File: src/rtl/pdb_pkg.sv
package pdb_pkg;

  typedef enum logic [1:0] {
    HS_CTRL = 2'd0,
    HS_LEN  = 2'd1,
    HS_DATA = 2'd2,
    HS_NONE = 2'd3
  } host_sel_e;

  typedef enum logic [1:0] {
    CS_DEST   = 2'd0,
    CS_COUNT  = 2'd1,
    CS_CHCTL  = 2'd2,
    CS_GLOBAL = 2'd3
  } cfg_sel_e;

  typedef enum logic {
    ST_IDLE  = 1'b0,
    ST_DRAIN = 1'b1
  } drain_state_e;

endpackage

File: src/rtl/pdb_fifo.sv
module pdb_fifo #(
  parameter int DATA_W = 16,
  parameter int DEPTH  = 8,
  localparam int IDX_W = (DEPTH > 1) ? $clog2(DEPTH) : 1,
  localparam int LVL_W = $clog2(DEPTH + 1)
) (
  input  logic              clk,
  input  logic              rst_n,
  input  logic              push,
  input  logic [DATA_W-1:0] push_data,
  input  logic              flush,
  input  logic [IDX_W-1:0]  rd_idx,
  output logic [DATA_W-1:0] rd_data,
  output logic [LVL_W-1:0]  level
);

  logic [LVL_W-1:0]        level_q, level_d;
  logic [DEPTH*DATA_W-1:0] flat;
  logic                    wr_ok;

  assign wr_ok = push && (level_q < LVL_W'(DEPTH));

  always_comb begin
    level_d = level_q;
    if (flush)      level_d = '0;
    else if (wr_ok) level_d = level_q + LVL_W'(1);
  end

  always_ff @(posedge clk or negedge rst_n) begin
    if (!rst_n) level_q <= '0;
    else        level_q <= level_d;
  end

  for (genvar g = 0; g < DEPTH; g++) begin : gen_slot
    logic [DATA_W-1:0] slot_q;
    always_ff @(posedge clk) begin
      if (wr_ok && (level_q == LVL_W'(g))) slot_q <= push_data;
    end
    assign flat[g*DATA_W +: DATA_W] = slot_q;
  end

  assign rd_data = flat[rd_idx*DATA_W +: DATA_W];
  assign level   = level_q;

endmodule

File: src/rtl/pdb_host_regs.sv
module pdb_host_regs #(
  parameter int DATA_W = 16,
  parameter int LEN_W  = 16
) (
  input  logic              clk,
  input  logic              rst_n,
  input  logic              ctrl_we,
  input  logic              len_we,
  input  logic [DATA_W-1:0] wdata,
  input  logic              beat,
  input  logic              finish,
  output logic              xfer_en,
  output logic              dma_flag,
  output logic              rv_flag,
  output logic [LEN_W-1:0]  host_len
);

  logic [2:0]       ctl_q, ctl_d;
  logic [LEN_W-1:0] len_q, len_d;

  always_comb begin
    len_d = len_q;
    if (len_we)                       len_d = wdata[LEN_W-1:0] & ~LEN_W'(3);
    else if (beat && len_q != '0)     len_d = len_q - LEN_W'(1);

    ctl_d = ctl_q;
    if (ctrl_we)                      ctl_d = wdata[2:0];
    if (finish && len_d == '0)        ctl_d[0] = 1'b0;
  end

  always_ff @(posedge clk or negedge rst_n) begin
    if (!rst_n) begin
      ctl_q <= '0;
      len_q <= '0;
    end else begin
      ctl_q <= ctl_d;
      len_q <= len_d;
    end
  end

  assign xfer_en  = ctl_q[0];
  assign dma_flag = ctl_q[1];
  assign rv_flag  = ctl_q[2];
  assign host_len = len_q;

endmodule

File: src/rtl/pdb_channel.sv
module pdb_channel
  import pdb_pkg::*;
#(
  parameter int ADDR_W = 32,
  parameter int CNT_W  = 24,
  parameter int CFG_W  = 32
) (
  input  logic              clk,
  input  logic              rst_n,
  input  logic              cfg_we,
  input  logic [1:0]        cfg_sel,
  input  logic [CFG_W-1:0]  cfg_wdata,
  input  logic              beat,
  input  logic              finish,
  output logic [ADDR_W-1:0] dest_addr,
  output logic [CNT_W-1:0]  chan_count,
  output logic [1:0]        chan_ctl,
  output logic              glob_en
);

  logic [ADDR_W-1:0] dest_q, dest_d;
  logic [CNT_W-1:0]  cnt_q, cnt_d;
  logic [1:0]        ctl_q, ctl_d;
  logic              gen_q, gen_d;

  always_comb begin
    dest_d = dest_q;
    cnt_d  = cnt_q;
    ctl_d  = ctl_q;
    gen_d  = gen_q;

    if (cfg_we && cfg_sel == CS_DEST)   dest_d = cfg_wdata[ADDR_W-1:0];
    else if (beat)                      dest_d = dest_q + ADDR_W'(2);

    if (cfg_we && cfg_sel == CS_COUNT)  cnt_d = cfg_wdata[CNT_W-1:0];
    else if (beat)                      cnt_d = cnt_q - CNT_W'(1);

    if (cfg_we && cfg_sel == CS_CHCTL)  ctl_d = cfg_wdata[1:0];
    if (finish && cnt_d == '0)          ctl_d[1] = 1'b1;

    if (cfg_we && cfg_sel == CS_GLOBAL) gen_d = cfg_wdata[0];
  end

  always_ff @(posedge clk or negedge rst_n) begin
    if (!rst_n) begin
      dest_q <= '0;
      cnt_q  <= '0;
      ctl_q  <= '0;
      gen_q  <= 1'b0;
    end else begin
      dest_q <= dest_d;
      cnt_q  <= cnt_d;
      ctl_q  <= ctl_d;
      gen_q  <= gen_d;
    end
  end

  assign dest_addr  = dest_q;
  assign chan_count = cnt_q;
  assign chan_ctl   = ctl_q;
  assign glob_en    = gen_q;

endmodule

File: src/rtl/push_dma_bridge.sv
module push_dma_bridge
  import pdb_pkg::*;
#(
  parameter int DATA_W = 16,
  parameter int ADDR_W = 32,
  parameter int CNT_W  = 24,
  parameter int LEN_W  = 16,
  parameter int CFG_W  = 32,
  parameter int DEPTH  = 8,
  parameter int BURST  = 4
) (
  input  logic              clk,
  input  logic              rst_n,
  input  logic              host_we,
  input  logic [1:0]        host_sel,
  input  logic [DATA_W-1:0] host_wdata,
  output logic              xfer_en,
  output logic              dma_flag,
  output logic              rv_flag,
  output logic              fifo_full,
  output logic [LEN_W-1:0]  host_len,
  input  logic              cfg_we,
  input  logic [1:0]        cfg_sel,
  input  logic [CFG_W-1:0]  cfg_wdata,
  output logic [ADDR_W-1:0] dest_addr,
  output logic [CNT_W-1:0]  chan_count,
  output logic [1:0]        chan_ctl,
  output logic              mem_valid,
  input  logic              mem_ready,
  output logic [ADDR_W-1:0] mem_addr,
  output logic [DATA_W-1:0] mem_data
);

  localparam int IDX_W = (DEPTH > 1) ? $clog2(DEPTH) : 1;
  localparam int LVL_W = $clog2(DEPTH + 1);

  drain_state_e     state_q, state_d;
  logic [LVL_W-1:0] idx_q, idx_d;
  logic [LVL_W-1:0] level;
  logic [DATA_W-1:0] rd_data;
  logic             busy, push, trigger, beat, last, finish, glob_en;

  assign busy = (state_q == ST_DRAIN);
  assign push = host_we && (host_sel == HS_DATA) && xfer_en && !busy;

  assign trigger = !busy && (level != '0)
                && ((32'(level) % BURST) == 0)
                && (chan_ctl == 2'b01) && glob_en;

  assign mem_valid = busy && (idx_q < level) && (chan_count != '0);
  assign beat      = mem_valid && mem_ready;
  assign last      = ((idx_q + LVL_W'(1)) == level) || (chan_count == CNT_W'(1));
  assign finish    = busy && (!mem_valid || (beat && last));

  always_comb begin
    state_d = state_q;
    idx_d   = idx_q;
    if (trigger) begin
      state_d = ST_DRAIN;
      idx_d   = '0;
    end else if (finish) begin
      state_d = ST_IDLE;
    end else if (beat) begin
      idx_d = idx_q + LVL_W'(1);
    end
  end

  always_ff @(posedge clk or negedge rst_n) begin
    if (!rst_n) begin
      state_q <= ST_IDLE;
      idx_q   <= '0;
    end else begin
      state_q <= state_d;
      idx_q   <= idx_d;
    end
  end

  pdb_fifo #(.DATA_W(DATA_W), .DEPTH(DEPTH)) u_fifo (
    .clk       (clk),
    .rst_n     (rst_n),
    .push      (push),
    .push_data (host_wdata),
    .flush     (finish),
    .rd_idx    (idx_q[IDX_W-1:0]),
    .rd_data   (rd_data),
    .level     (level)
  );

  pdb_host_regs #(.DATA_W(DATA_W), .LEN_W(LEN_W)) u_host (
    .clk      (clk),
    .rst_n    (rst_n),
    .ctrl_we  (host_we && host_sel == HS_CTRL),
    .len_we   (host_we && host_sel == HS_LEN),
    .wdata    (host_wdata),
    .beat     (beat),
    .finish   (finish),
    .xfer_en  (xfer_en),
    .dma_flag (dma_flag),
    .rv_flag  (rv_flag),
    .host_len (host_len)
  );

  pdb_channel #(.ADDR_W(ADDR_W), .CNT_W(CNT_W), .CFG_W(CFG_W)) u_chan (
    .clk        (clk),
    .rst_n      (rst_n),
    .cfg_we     (cfg_we),
    .cfg_sel    (cfg_sel),
    .cfg_wdata  (cfg_wdata),
    .beat       (beat),
    .finish     (finish),
    .dest_addr  (dest_addr),
    .chan_count (chan_count),
    .chan_ctl   (chan_ctl),
    .glob_en    (glob_en)
  );

  assign fifo_full = (level == LVL_W'(DEPTH));
  assign mem_addr  = dest_addr;
  assign mem_data  = rd_data;

endmodule

File: config.mk
export PLATFORM = sky130hd
export DESIGN_NAME = push_dma_bridge
export DESIGN_NICKNAME = d
export VERILOG_FILES = /design/src/rtl/pdb_pkg.sv /design/src/rtl/pdb_fifo.sv /design/src/rtl/pdb_host_regs.sv /design/src/rtl/pdb_channel.sv /design/src/rtl/push_dma_bridge.sv
export SDC_FILE = /design/constraint.sdc
export NUM_CORES = 1
export LEC_CHECK = 0
export ABC_CLOCK_PERIOD_IN_PS = 5800
export BUFFER_PORTS_ARGS = -buffer_cell sky130_fd_sc_hd__buf_2
export CORE_AREA = 2 2 156 158
export DETAILED_ROUTE_END_ITERATION = 7
export DIE_AREA = 0 0 158 160
export PLACE_DENSITY = 0.63
export REMOVE_ABC_BUFFERS = 1
export SYNTH_ARGS = -nofsm -noshare
export SYNTH_HDL_FRONTEND = slang
export SYNTH_HIERARCHICAL = 1
export SYNTH_SLANG_ARGS = --single-unit
File: constraint.sdc
create_clock -name clk -period 5.8 [get_ports clk]
set_input_delay 1.16 -clock clk [delete_from_list [all_inputs] [get_ports clk]]
set_output_delay 1.16 -clock clk [all_outputs]
set_load 0.1 [all_outputs]
==> metrics.md, run 1 <==
| Metric | Value |
|---|---|
| Status | completed |
| Post-CTS sizing | 0 |
| Final instance area | 12200 µm² |
| Die H | 160 µm |
| Total gr overflow | 0 |
| Setup Buffers After CTS | 0 |
| Num rows | 57 |
| CP Capture Type | flip-flop |
| P_leak | 4.83 nW |
| Worst-path clk slew | 60 ps |
| Total wire length | 25.8 mm |
| Number of max-cap violations | 0 |
| Global-route wire length before repair | 39.4 mm |
| Number of synthesized flops with an enable pin | 128 |
| FF/Latch Area | 6020 µm² |
| Clk_skew | 16.7 ps |
| Final period util | 72.7% |
| Area leader, netlist | edfxtp_1 |
| RSZ-0062 raised after global routing | false |
| Initial antenna violation count | 2 |
| Setup_tns | 0 ps |
| Arrival @ worst endpoint | 4630 ps |
| Fill cells | 2149 |
| Area fraction of the dominant cell type after synthesis | 36.7% |
| Tot GR Track Use | 20.3% |
| Compound-Gate Fraction of Synth Area | 5.09% |
| H-tree depth | 1 |
| Die Width | 158 µm |
| Largest net degree at the start of global routing | 63 |
| CTS root buffer | clkbuf_16 |
| Final min period | 4220 ps |
| Slew Limit Headroom | 30.3% |
| Simple-gate share of the synthesized area | 14.4% |
| Most numerous cell in the Yosys netlist | edfxtp_1 |
| Synthesized flop and latch total | 215 |
| Final setup fails | 0 |
| Final worst-path setup slack | 1580 ps |
| Bufs on Longest Clock Path | 3 |
| CTS buffer count | 24 |
| Hold Crit Class | reg2reg |
| Kind of critical path | reg2reg |
| Max IR drop VDD | 0.312 mV |
| Starting Density | 43.9% |
| DR vias | 6997 |
| Required @ worst endpoint | 6220 ps |
| Share of layout cells above drive strength 1 | 28.7% |
| Final Hold Vio Count | 0 |
| Slew @ Worst Pin | 1050 ps |
| Placed Area | 11400 µm² |
| Die area | 25300 µm² |
| Max frequency | 237 MHz |
| 1st-pass router iterations | 5 |
| Mean Syn Cell Area | 13.1 µm² |
| Detail Route Antenna Nets | 0 |
| Top Ports | 184 |
| Sequential element share of the synthesized area | 57.5% |
| Via density | 5.38 |
| Cells after Synth | 800 |
| DRC Markers | 0 |
| Asr flop ratio synth | 40.5% |
| CTS sink count | 215 |
| Post-Synth XOR/XNOR Area | 5.51% |
| Wirelength per Cell | 19.8 µm |
| Crit Path Max Fanout | 37 |
| Initial DRC count | 405 |
| Distinct cells, synth | 76 |
| Fin. max-slew vios | 0 |
| Multiplexer share of the synthesized area | 11.4% |
| Core Area | 23800 µm² |
| Synthesized area | 10500 µm² |
| I/O Buffers | 183 |
| Vias in the first global route | 6814 |
| Synth warn | 6 |
| Synth Flop Type | edfxtp_1 |
| Post-Route Utilization | 51.2% |
| DP Wirelength | 17.5 mm |
| Worst Setup Start Kind | flip-flop |
| Pre-CTS setup slack | 1570 ps |
| Gpl congestion | 0.854 |
| Multi-input logic area | 3980 µm² |
| CTS tree | yes |
| Commonest cells in the netlist | edfxtp_1 (128), nand2_1 (88), dfrtp_1 (87) |
| Fin nets | 1027 |
| P&R area growth vs syn | 16.6% |
| Fraction of the mapped netlist area in adder cells | 1.55% |
| Area contributors post-synth | edfxtp_1 (37%), dfrtp_1 (21%), mux4_1 (7.0%), nand2_1 (3.2%), xnor2_1 (2.7%) |
| Main combinational cell family by area after synthesis | simple AND/OR/NAND/NOR gates |
| Power Dens Cells | 477 nW/µm² |
| Clock Latency Late Sink | 520 ps |
| CTS Hold Bufs | 0 |
## cell type report
cell class / count / area share [%]
Clock buffer: 28 / 5.04
Clock inverter: 16 / 1.14
Sequential cell: 215 / 49.3
Inverter: 17 / 0.523
Antenna cell: 1 / 0.0205
Multi-Input combinational cell: 508 / 32.6
Timing Repair Buffer: 191 / 8.02
Tap cell: 324 / 3.32
## stage by stage
stage	power, mW	std cells	hold WS, ps
after floorplan	3.94	740	471
after global placement	4.40	1255	484
after detailed placement	4.41	1255	500
after CTS	5.88	1299	513
after global routing	6.06	1299	528
final	5.82	1300	509
## cells by family after synthesis
group / Yosys count
AOI/OAI and AO/OA: 89
xor gates and xnor gates: 65
and+or+nand+nor: 276
buffers and inverters: 77
adders and majority gates: 13
DFF: 215
muxes: 65
## per-layer routing
layer | routed length, µm | vias to the layer above | GRT usage, %
met5 | 7 | - | 0
met4 | 385 | 2 | 4.50
met3 | 1790 | 30 | 4.26
met2 | 12500 | 241 | 33.8
met1 | 11100 | 3435 | 27.5
li1 | - | 3289 | -
## power breakdown
part / switching [mW] / leakage (nW) / internal [mW]
Combinational: 1.87 / 2.26 / 0.532
Clock: 0.600 / 0.365 / 0.849
Sequential: 0.221 / 2.21 / 1.75
## cells in the final DEF, fill, tap and decap left out, drive strengths merged, types with 4 or more instances in the layout
master     n
buf      191
edfxtp   128
nand2     89
dfrtp     87
o21ai     50
nor2      43
xor2      33
xnor2     32
mux4      32
clkbuf    28
mux2      24
nand3     21
nor3      18
inv       17
and3      16
nand4     15
a21oi     14
nor4      14
ha        13
clkinv    12
or4       10
mux2i      9
and2       7
or3        5
nor2b      5
nand2b     4
nand4bb    4
a31oi      4
nand3b     4
## critical path: stages (launching register included)
cell and delay (ps):
dfrtp_2 1050, inv_1 110, ha_1 230, nand2b_1 140
a21oi_1 150, and4bb_2 290, nor2b_2 160, buf_4 220
xor2_1 180, mux2_4 280, nor2_1 90, nand4bb_1 110
or4_1 500, or4_1 400, o31ai_1 230
## flip-flops by register name (all words and copies together) (netlist names)
register,count
idx_q,4
u_chan/glob_en,1
u_fifo/gen_slot.slot_q,128
u_host/host_len,16
u_host/ctl_q,3
u_chan/dest_addr,32
u_chan/chan_ctl,2
u_chan/chan_count,24
u_fifo/level,4
busy,1
## path summary, 6_finish.rpt
check / start / to / slack [ps] / cells after the start
worst max-delay path: idx_q[0] / u_chan/chan_ctl[1] / 1580 / 14
worst min-delay path: u_chan/glob_en / u_chan/glob_en / 510 / 1
worst max register to register: idx_q[0] / u_chan/chan_ctl[1] / 1580 / 14
max in group asynchronous: rst_n / u_chan/chan_count[7] / 4160 / 2
min in group asynchronous: rst_n / u_chan/dest_addr[31] / 670 / 1
worst min register to register: u_chan/glob_en / u_chan/glob_en / 510 / 1
Power figures use the tool's default switching activity.
==> run 2: changes to the inputs <==
ABC_CLOCK_PERIOD_IN_PS = 4100   (was 5800)
clock period = 4.1 ns   (was 5.8 ns; I/O delays follow)
==> metrics.md, run 2 (synthesized netlist as in run 1, its figures left out) <==
| Metric | Value |
|---|---|
| Clock Latency Late Sink | 510 ps (was 520 ps) |
| Slew Limit Headroom | 47.9% (was 30.3%) |
| Max frequency | 262 MHz (was 237 MHz) |
| Largest net degree at the start of global routing | 63 (unchanged) |
| Die area | 25300 µm² (unchanged) |
| Buf/Inv on CP | 1 (was 2) |
| H-tree depth | 1 (unchanged) |
| Number of max-cap violations | 0 (unchanged) |
| Starting Density | 43.9% (unchanged) |
| CTS buffer count | 23 (was 24) |
| Total wire length | 25.8 mm (about the same) |
| Levels on crit path | 13 (was 14) |
| Kind of critical path | reg2reg (unchanged) |
| Worst r2r src | u_chan/chan_count[1] (was idx_q[0]) |
| CTS tree | yes (unchanged) |
| Bufs on Longest Clock Path | 3 (unchanged) |
| Slowest CP cell | or4_1 (was dfrtp_2) |
| R2R setup slack | 280 ps (was 1580 ps) |
| Power Dens Cells | 667 nW/µm² (was 477 nW/µm²) |
| CTS root buffer | clkbuf_16 (unchanged) |
| Worst Setup Start Kind | flip-flop (unchanged) |
| Max IR drop VDD | 0.570 mV (was 0.312 mV) |
| Wirelength per Cell | 19.6 µm (was 19.8 µm) |
| CTS sink count | 215 (unchanged) |
| Gpl congestion | 0.910 (was 0.854) |
| Slew @ Worst Pin | 776 ps (was 1050 ps) |
| Number of flip-flops in the largest register | 128 (unchanged) |
| Setup_tns | 0 ps (unchanged) |
| Initial DRC count | 440 (was 405) |
| Multi-input logic area | 3980 µm² (unchanged) |
| R2R cell count | 13 (was 14) |
| Global-route wire length before repair | 39.5 mm (was 39.4 mm) |
| P_leak | 4.92 nW (was 4.83 nW) |
| Final setup fails | 0 (unchanged) |
| Die H | 160 µm (unchanged) |
| Cell family with most CP delay | simple AND/OR/NAND/NOR gates (unchanged) |
| Share of layout cells above drive strength 1 | 30.2% (was 28.7%) |
| Status | completed (unchanged) |
| Vias in the first global route | 6891 (was 6814) |
| Final min period | 3820 ps (was 4220 ps) |
| Final period util | 93.2% (was 72.7%) |
| Arrival @ worst endpoint | 4240 ps (was 4630 ps) |
| Final Hold Vio Count | 0 (unchanged) |
| Slowest stage delay, CP | 520 ps (was 1050 ps) |
| FF-to-FF End | u_chan/chan_ctl[1] (unchanged) |
| Commonest non-fill, non-tap cells in the layout | buf_2 (182), edfxtp_1 (128), nand2_1 (88) (unchanged) |
| Core Area | 23800 µm² (unchanged) |
| Cell chain of the critical path | nor4_1, and4_1, nand3_1, nor2_1, nor2b_2, buf_4, xor2_1, mux2_4, nor2_1, nand4bb_1, or4_1, or4_1, o31ai_1 (was inv_1, ha_1, nand2b_1, a21oi_1, and4bb_2, nor2b_2, buf_4, xor2_1, mux2_4, nor2_1, nand4bb_1, or4_1, or4_1, o31ai_1) |
| CP Capture Type | flip-flop (unchanged) |
| 1st-pass router iterations | 5 (unchanged) |
| Largest Register | u_fifo/gen_slot.slot_q (unchanged) |
| Required @ worst endpoint | 4520 ps (was 6220 ps) |
| Tot GR Track Use | 20.2% (was 20.3%) |
| Via density | 5.42 (was 5.38) |
| Die Width | 158 µm (unchanged) |
| Total gr overflow | 0 (unchanged) |
| I/O Buffers | 183 (unchanged) |
| Final worst-path setup slack | 280 ps (was 1580 ps) |
| Initial antenna violation count | 2 (unchanged) |
| RSZ-0062 raised after global routing | false (unchanged) |
| Post-CTS sizing | 0 (unchanged) |
| Setup Buffers After CTS | 0 (unchanged) |
| Num rows | 57 (unchanged) |
| Fill cells | 2128 (was 2149) |
| FF/Latch Area | 6020 µm² (unchanged) |
| Crit Path Max Fanout | 20 (was 37) |
| Fin nets | 1044 (was 1027) |
| DR vias | 7130 (was 6997) |
| Clk_skew | 10.3 ps (was 16.7 ps) |
| Top Ports | 184 (unchanged) |
| P&R area growth vs syn | 17.7% (was 16.6%) |
| CTS Hold Bufs | 0 (unchanged) |
| DP Wirelength | 18.1 mm (was 17.5 mm) |
| DRC Markers | 0 (unchanged) |
| Commonest non-fill, non-tap cell in the layout | buf_2 (unchanged) |
| Hold Crit Class | in2async (was reg2reg) |
| Fin. max-slew vios | 0 (unchanged) |
| Worst-path clk slew | 60 ps (about the same) |
| Detail Route Antenna Nets | 0 (unchanged) |
| Pre-CTS setup slack | 329 ps (was 1570 ps) |
[run 2: changes by cell type in the layout (fill, tap and decap cells not counted), sizes merged]
cell / delta
bufinv: -1
clkinvlp: -1
inv: +1
clkinv: -2
buf: +18
clkbuf: +1
[run 2: metal layers]
layer  share of wire (%)  up-vias  global-route usage (%)
li1                    -     3319                       -
met5               0.050        -                       0
met1                  43     3495                    27.9
met3                 7.4       36                    3.93
met4                 1.8        2                    5.04
met2                  48      278                    33.0
[run 2: power by group]
group | switching, mW | internal [mW] | total (mW) | leakage [nW]
clock network | 0.848 | 1.14 | 1.99 | 0.359
logic | 2.75 | 0.780 | 3.53 | 2.35
registers | 0.214 | 2.48 | 2.69 | 2.21
total | 3.81 | 4.40 | 8.21 | 4.92
[run 2: area by class of cell]
type	count	share of cell area [%]
Multi-Input combinational cell	508	32.3
Sequential cell	215	48.9
Timing Repair Buffer	209	9.04
Tap cell	324	3.29
Antenna cell	1	0.0203
Clock inverter	13	0.874
Clock buffer	29	5.02
Inverter	17	0.518
[run 2: worst max-delay path by stage]
stage | start | slack (ps) | endpoint
2_1_floorplan | idx_q[2] | -760 | u_chan/chan_ctl[1]
3_3_place_gp | u_chan/chan_count[19] | 390 | u_chan/chan_ctl[1]
3_5_place_dp | u_chan/chan_count[1] | 330 | u_chan/chan_ctl[1]
4_1_cts | u_chan/chan_count[1] | 300 | u_chan/chan_ctl[1]
5_1_grt | u_fifo/level[2] | 20 | u_chan/chan_ctl[1]
6_report | u_chan/chan_count[1] | 280 | u_chan/chan_ctl[1]
[run 2: per-stage QoR]
stage	util (%)	total power, mW	instances	instance area (µm²)	hold WS, ps
finish	51.7	8.21	1316	12300	285
global route	51.7	8.53	1316	12300	318
CTS	51.7	8.28	1315	12300	298
detailed placement	48.6	6.28	1273	11600	498
global placement	48.6	6.27	1273	11600	481
floorplan	-	5.58	740	10100	471
==> run 3: changes to the inputs <==
ABC_AREA = 1   (was unset)
CORE_AREA = 2 2 161 163   (was 2 2 156 158)
DIE_AREA = 0 0 163 165   (was 0 0 158 160)
PLACE_DENSITY = 0.62   (was 0.63)
SYNTH_HIERARCHICAL = unset   (was 1)
==> metrics.md, run 3 <==
| Metric | Value |
|---|---|
| Commonest non-fill, non-tap cells in the layout | nand2_1 (274), nor2_1 (218), buf_2 (167) (was buf_2 (182), edfxtp_1 (128), nand2_1 (88)) |
| Post-CTS sizing | 0 (unchanged) |
| Fin nets | 1483 (was 1044) |
| CP Capture Type | primary output (was flip-flop) |
| Sequential element share of the synthesized area | 53.8% (was 57.5%) |
| P_leak | 5.64 nW (was 4.92 nW) |
| Total wire length | 30.3 mm (was 25.8 mm) |
| RSZ-0062 raised after global routing | false (unchanged) |
| Largest Register | u_fifo.gen_slot.slot_q (was u_fifo/gen_slot.slot_q) |
| Final std cells w/o fill | 1760 (was 1316) |
| Required @ worst endpoint | 3280 ps (was 4520 ps) |
| Area leader, netlist | edfxtp_1 (unchanged) |
| CTS tree | yes (unchanged) |
| Synthesized flop and latch total | 215 (unchanged) |
| Area fraction of the dominant cell type after synthesis | 34.3% (was 36.7%) |
| CTS Hold Bufs | 0 (unchanged) |
| Slew @ Worst Pin | 979 ps (was 776 ps) |
| Hold Crit Class | in2async (unchanged) |
| Number of flip-flops in the largest register | 128 (unchanged) |
| Commonest cells in the netlist | nand2_1 (274), nor2_1 (218), edfxtp_1 (128) (was edfxtp_1 (128), nand2_1 (88), dfrtp_1 (87)) |
| Vias in the first global route | 8965 (was 6891) |
| Mean Syn Cell Area | 8.90 µm² (was 13.1 µm²) |
| Worst-path clk slew | 60 ps (about the same) |
| Num rows | 58 (was 57) |
| Critical path endpoint | mem_data[12] (was u_chan/chan_ctl[1]) |
| Initial DRC count | 814 (was 440) |
| DP Wirelength | 21.2 mm (was 18.1 mm) |
| DR vias | 9188 (was 7130) |
| FF/Latch Area | 6020 µm² (unchanged) |
| Detail Route Antenna Nets | 0 (unchanged) |
| Final min period | 3530 ps (was 3820 ps) |
| Final setup fails | 0 (unchanged) |
| Worst setup path start | idx_q[1] (was u_chan/chan_count[1]) |
| Status | completed (unchanged) |
| FF-to-FF End | u_chan.chan_ctl[1] (was u_chan/chan_ctl[1]) |
| Clk_skew | 22.2 ps (was 10.3 ps) |
| Worst Setup Start Kind | flip-flop (unchanged) |
| Area contributors post-synth | edfxtp_1 (34%), dfrtp_1 (19%), nand2_1 (9.2%), nor2_1 (7.3%), o21ai_0 (3.8%) (was edfxtp_1 (37%), dfrtp_1 (21%), mux4_1 (7.0%), nand2_1 (3.2%), xnor2_1 (2.7%)) |
| P&R area growth vs syn | 18.2% (was 17.7%) |
| Commonest non-fill, non-tap cell in the layout | nand2_1 (was buf_2) |
| Gpl congestion | 0.882 (was 0.910) |
| Cells after Synth | 1258 (was 800) |
| Max IR drop VDD | 0.651 mV (was 0.570 mV) |
| Synth Flop Type | edfxtp_1 (unchanged) |
| Crit Path Max Fanout | 13 (was 20) |
| R2R setup slack | 1110 ps (was 280 ps) |
| Global-route wire length before repair | 47.9 mm (was 39.5 mm) |
| Via density | 5.22 (was 5.42) |
| Multi-input logic area | 4370 µm² (was 3980 µm²) |
| Buf/Inv on CP | 3 (was 1) |
| DRC Markers | 0 (unchanged) |
| Starting Density | 44.7% (was 43.9%) |
| I/O Buffers | 183 (unchanged) |
| Slowest stage delay, CP | 530 ps (was 520 ps) |
| Total gr overflow | 0 (unchanged) |
| H-tree depth | 1 (unchanged) |
| Hold_ws | 311 ps (was 285 ps) |
| Wirelength per Cell | 17.2 µm (was 19.6 µm) |
| Number of synthesized flops with an enable pin | 128 (unchanged) |
| Share of layout cells above drive strength 1 | 19.4% (was 30.2%) |
| CTS root buffer | clkbuf_16 (unchanged) |
| Distinct cells, synth | 43 (was 76) |
| Die area | 26900 µm² (was 25300 µm²) |
| Fin. max-slew vios | 0 (unchanged) |
| CTS sink count | 215 (unchanged) |
| Cell family with most CP delay | buffers and inverters (was simple AND/OR/NAND/NOR gates) |
| Fill cells | 2312 (was 2128) |
| Slew Limit Headroom | 34.6% (was 47.9%) |
| Levels on crit path | 7 (was 13) |
| Setup Buffers After CTS | 0 (unchanged) |
| Number of max-cap violations | 0 (unchanged) |
| Bufs on Longest Clock Path | 3 (unchanged) |
| Die Width | 163 µm (was 158 µm) |
| Slowest CP cell | dfrtp_1 (was or4_1) |
| Final period util | 86.1% (was 93.2%) |
| Clock Latency Late Sink | 540 ps (was 510 ps) |
| Synthesized area | 11200 µm² (was 10500 µm²) |
| Asr flop ratio synth | 40.5% (unchanged) |
| Die H | 165 µm (was 160 µm) |
| Worst r2r src | idx_q[1] (was u_chan/chan_count[1]) |
| Final Hold Vio Count | 0 (unchanged) |
| Arrival @ worst endpoint | 2710 ps (was 4240 ps) |
| Most numerous cell in the Yosys netlist | nand2_1 (was edfxtp_1) |
| Initial antenna violation count | 0 (was 2) |
| R2R cell count | 14 (was 13) |
| Largest net degree at the start of global routing | 67 (was 63) |
| Power Dens Cells | 809 nW/µm² (was 667 nW/µm²) |
| 1st-pass router iterations | 5 (unchanged) |
| Top Ports | 184 (unchanged) |
| Tot GR Track Use | 22.7% (was 20.2%) |
| Synth warn | 0 (was 6) |
| Kind of critical path | reg2out (was reg2reg) |
| Diodes inserted | 0 (was 1) |
| Max frequency | 283 MHz (was 262 MHz) |
| DP Cell Count | 1714 (was 1273) |
| Cell chain of the critical path | inv_1, buf_4, o21ai_0, o22ai_1, nor2_1, a31oi_1, buf_2 (was nor4_1, and4_1, nand3_1, nor2_1, nor2b_2, buf_4, xor2_1, mux2_4, nor2_1, nand4bb_1, or4_1, or4_1, o31ai_1) |
| Core Area | 25000 µm² (was 23800 µm²) |
| CTS buffer count | 25 (was 23) |
run 3: changes by cell type after synthesis, sizes merged, moves of 19 or more:
| cell | previous run | this run |
|---|---|---|
| nand2 | 89 | 278 |
| o21ai | 50 | 95 |
| mux2 | 24 | 1 |
| o22ai | 0 | 19 |
| mux4 | 32 | 0 |
| nand3 | 21 | 60 |
| inv | 17 | 101 |
| nor2 | 43 | 227 |
run 3: cell families (layout without fill, tap and decap cells):
| logic type | after synthesis | count (layout) | synth area share (%) |
|---|---|---|---|
| simple gates | 612 | 612 | 23.1 |
| flops | 215 | 215 | 53.8 |
| buf+inv | 180 | 352 | 7.51 |
| compound gates | 171 | 171 | 8.86 |
| xor+xnor | 63 | 63 | 4.93 |
| fa+ha+maj | 15 | 15 | 1.68 |
| mux | 2 | 2 | 0.190 |
run 3: worst min path at each step:
stage	from	endpoint	slack, ps
after detailed placement	u_host.ctl_q[2]	u_host.ctl_q[2]	470
final	rst_n	u_chan.dest_addr[5]	310
after CTS	rst_n	u_chan.dest_addr[4]	330
after global placement	u_host.ctl_q[2]	u_host.ctl_q[2]	460
after global routing	rst_n	u_chan.dest_addr[4]	370
after floorplan	u_chan.glob_en	u_chan.glob_en	450
run 3: where the power goes:
| group | internal (mW) | switching (mW) |
|---|---|---|
| Sequential | 2.55 | 0.365 |
| Clock | 1.20 | 0.865 |
| Combinational | 1.29 | 4.45 |
run 3: stage by stage:
step	total power, mW	worst slack, ps	util [%]	instance area (µm²)	TNS, ps
2_1_floorplan	7.19	-562	-	10800	-9110
3_3_place_gp	8.67	981	49.9	12500	0
3_5_place_dp	8.70	985	49.9	12500	0
4_1_cts	10.8	525	52.9	13200	0
5_1_grt	11.2	359	52.9	13200	0
6_report	10.7	570	52.9	13200	0
run 3: worst register-to-register path, stage by stage, from the launching register on:
cell	delay, ps
dfrtp_1	600
ha_1	310
inv_1	50
o21bai_1	90
a21oi_4	190
nand3_4	380
inv_4	420
nand3_1	130
nand3_1	110
nand2_1	100
nor2_1	160
nand3_1	90
nor2_1	110
nand3_1	120
nand2_1	80
run 3: cell type report:
| class | instances | share of cell area (%) |
|---|---|---|
| repair buffers | 202 | 9.71 |
| flip-flops and latches | 215 | 45.5 |
| well taps | 330 | 3.12 |
| multi-input cells | 863 | 33.0 |
| inverters | 104 | 2.97 |
| clock inverters | 10 | 0.690 |
| clock buffers | 36 | 5.04 |
run 3: routing by layer:
metal | share of wire, % | GRT usage (%) | up-vias
li1 | - | - | 4441
met5 | 0 | 0 | -
met4 | 1.8 | 5.59 | 0
met2 | 47 | 38.1 | 324
met1 | 44 | 30.7 | 4387
met3 | 7.1 | 4.07 | 36
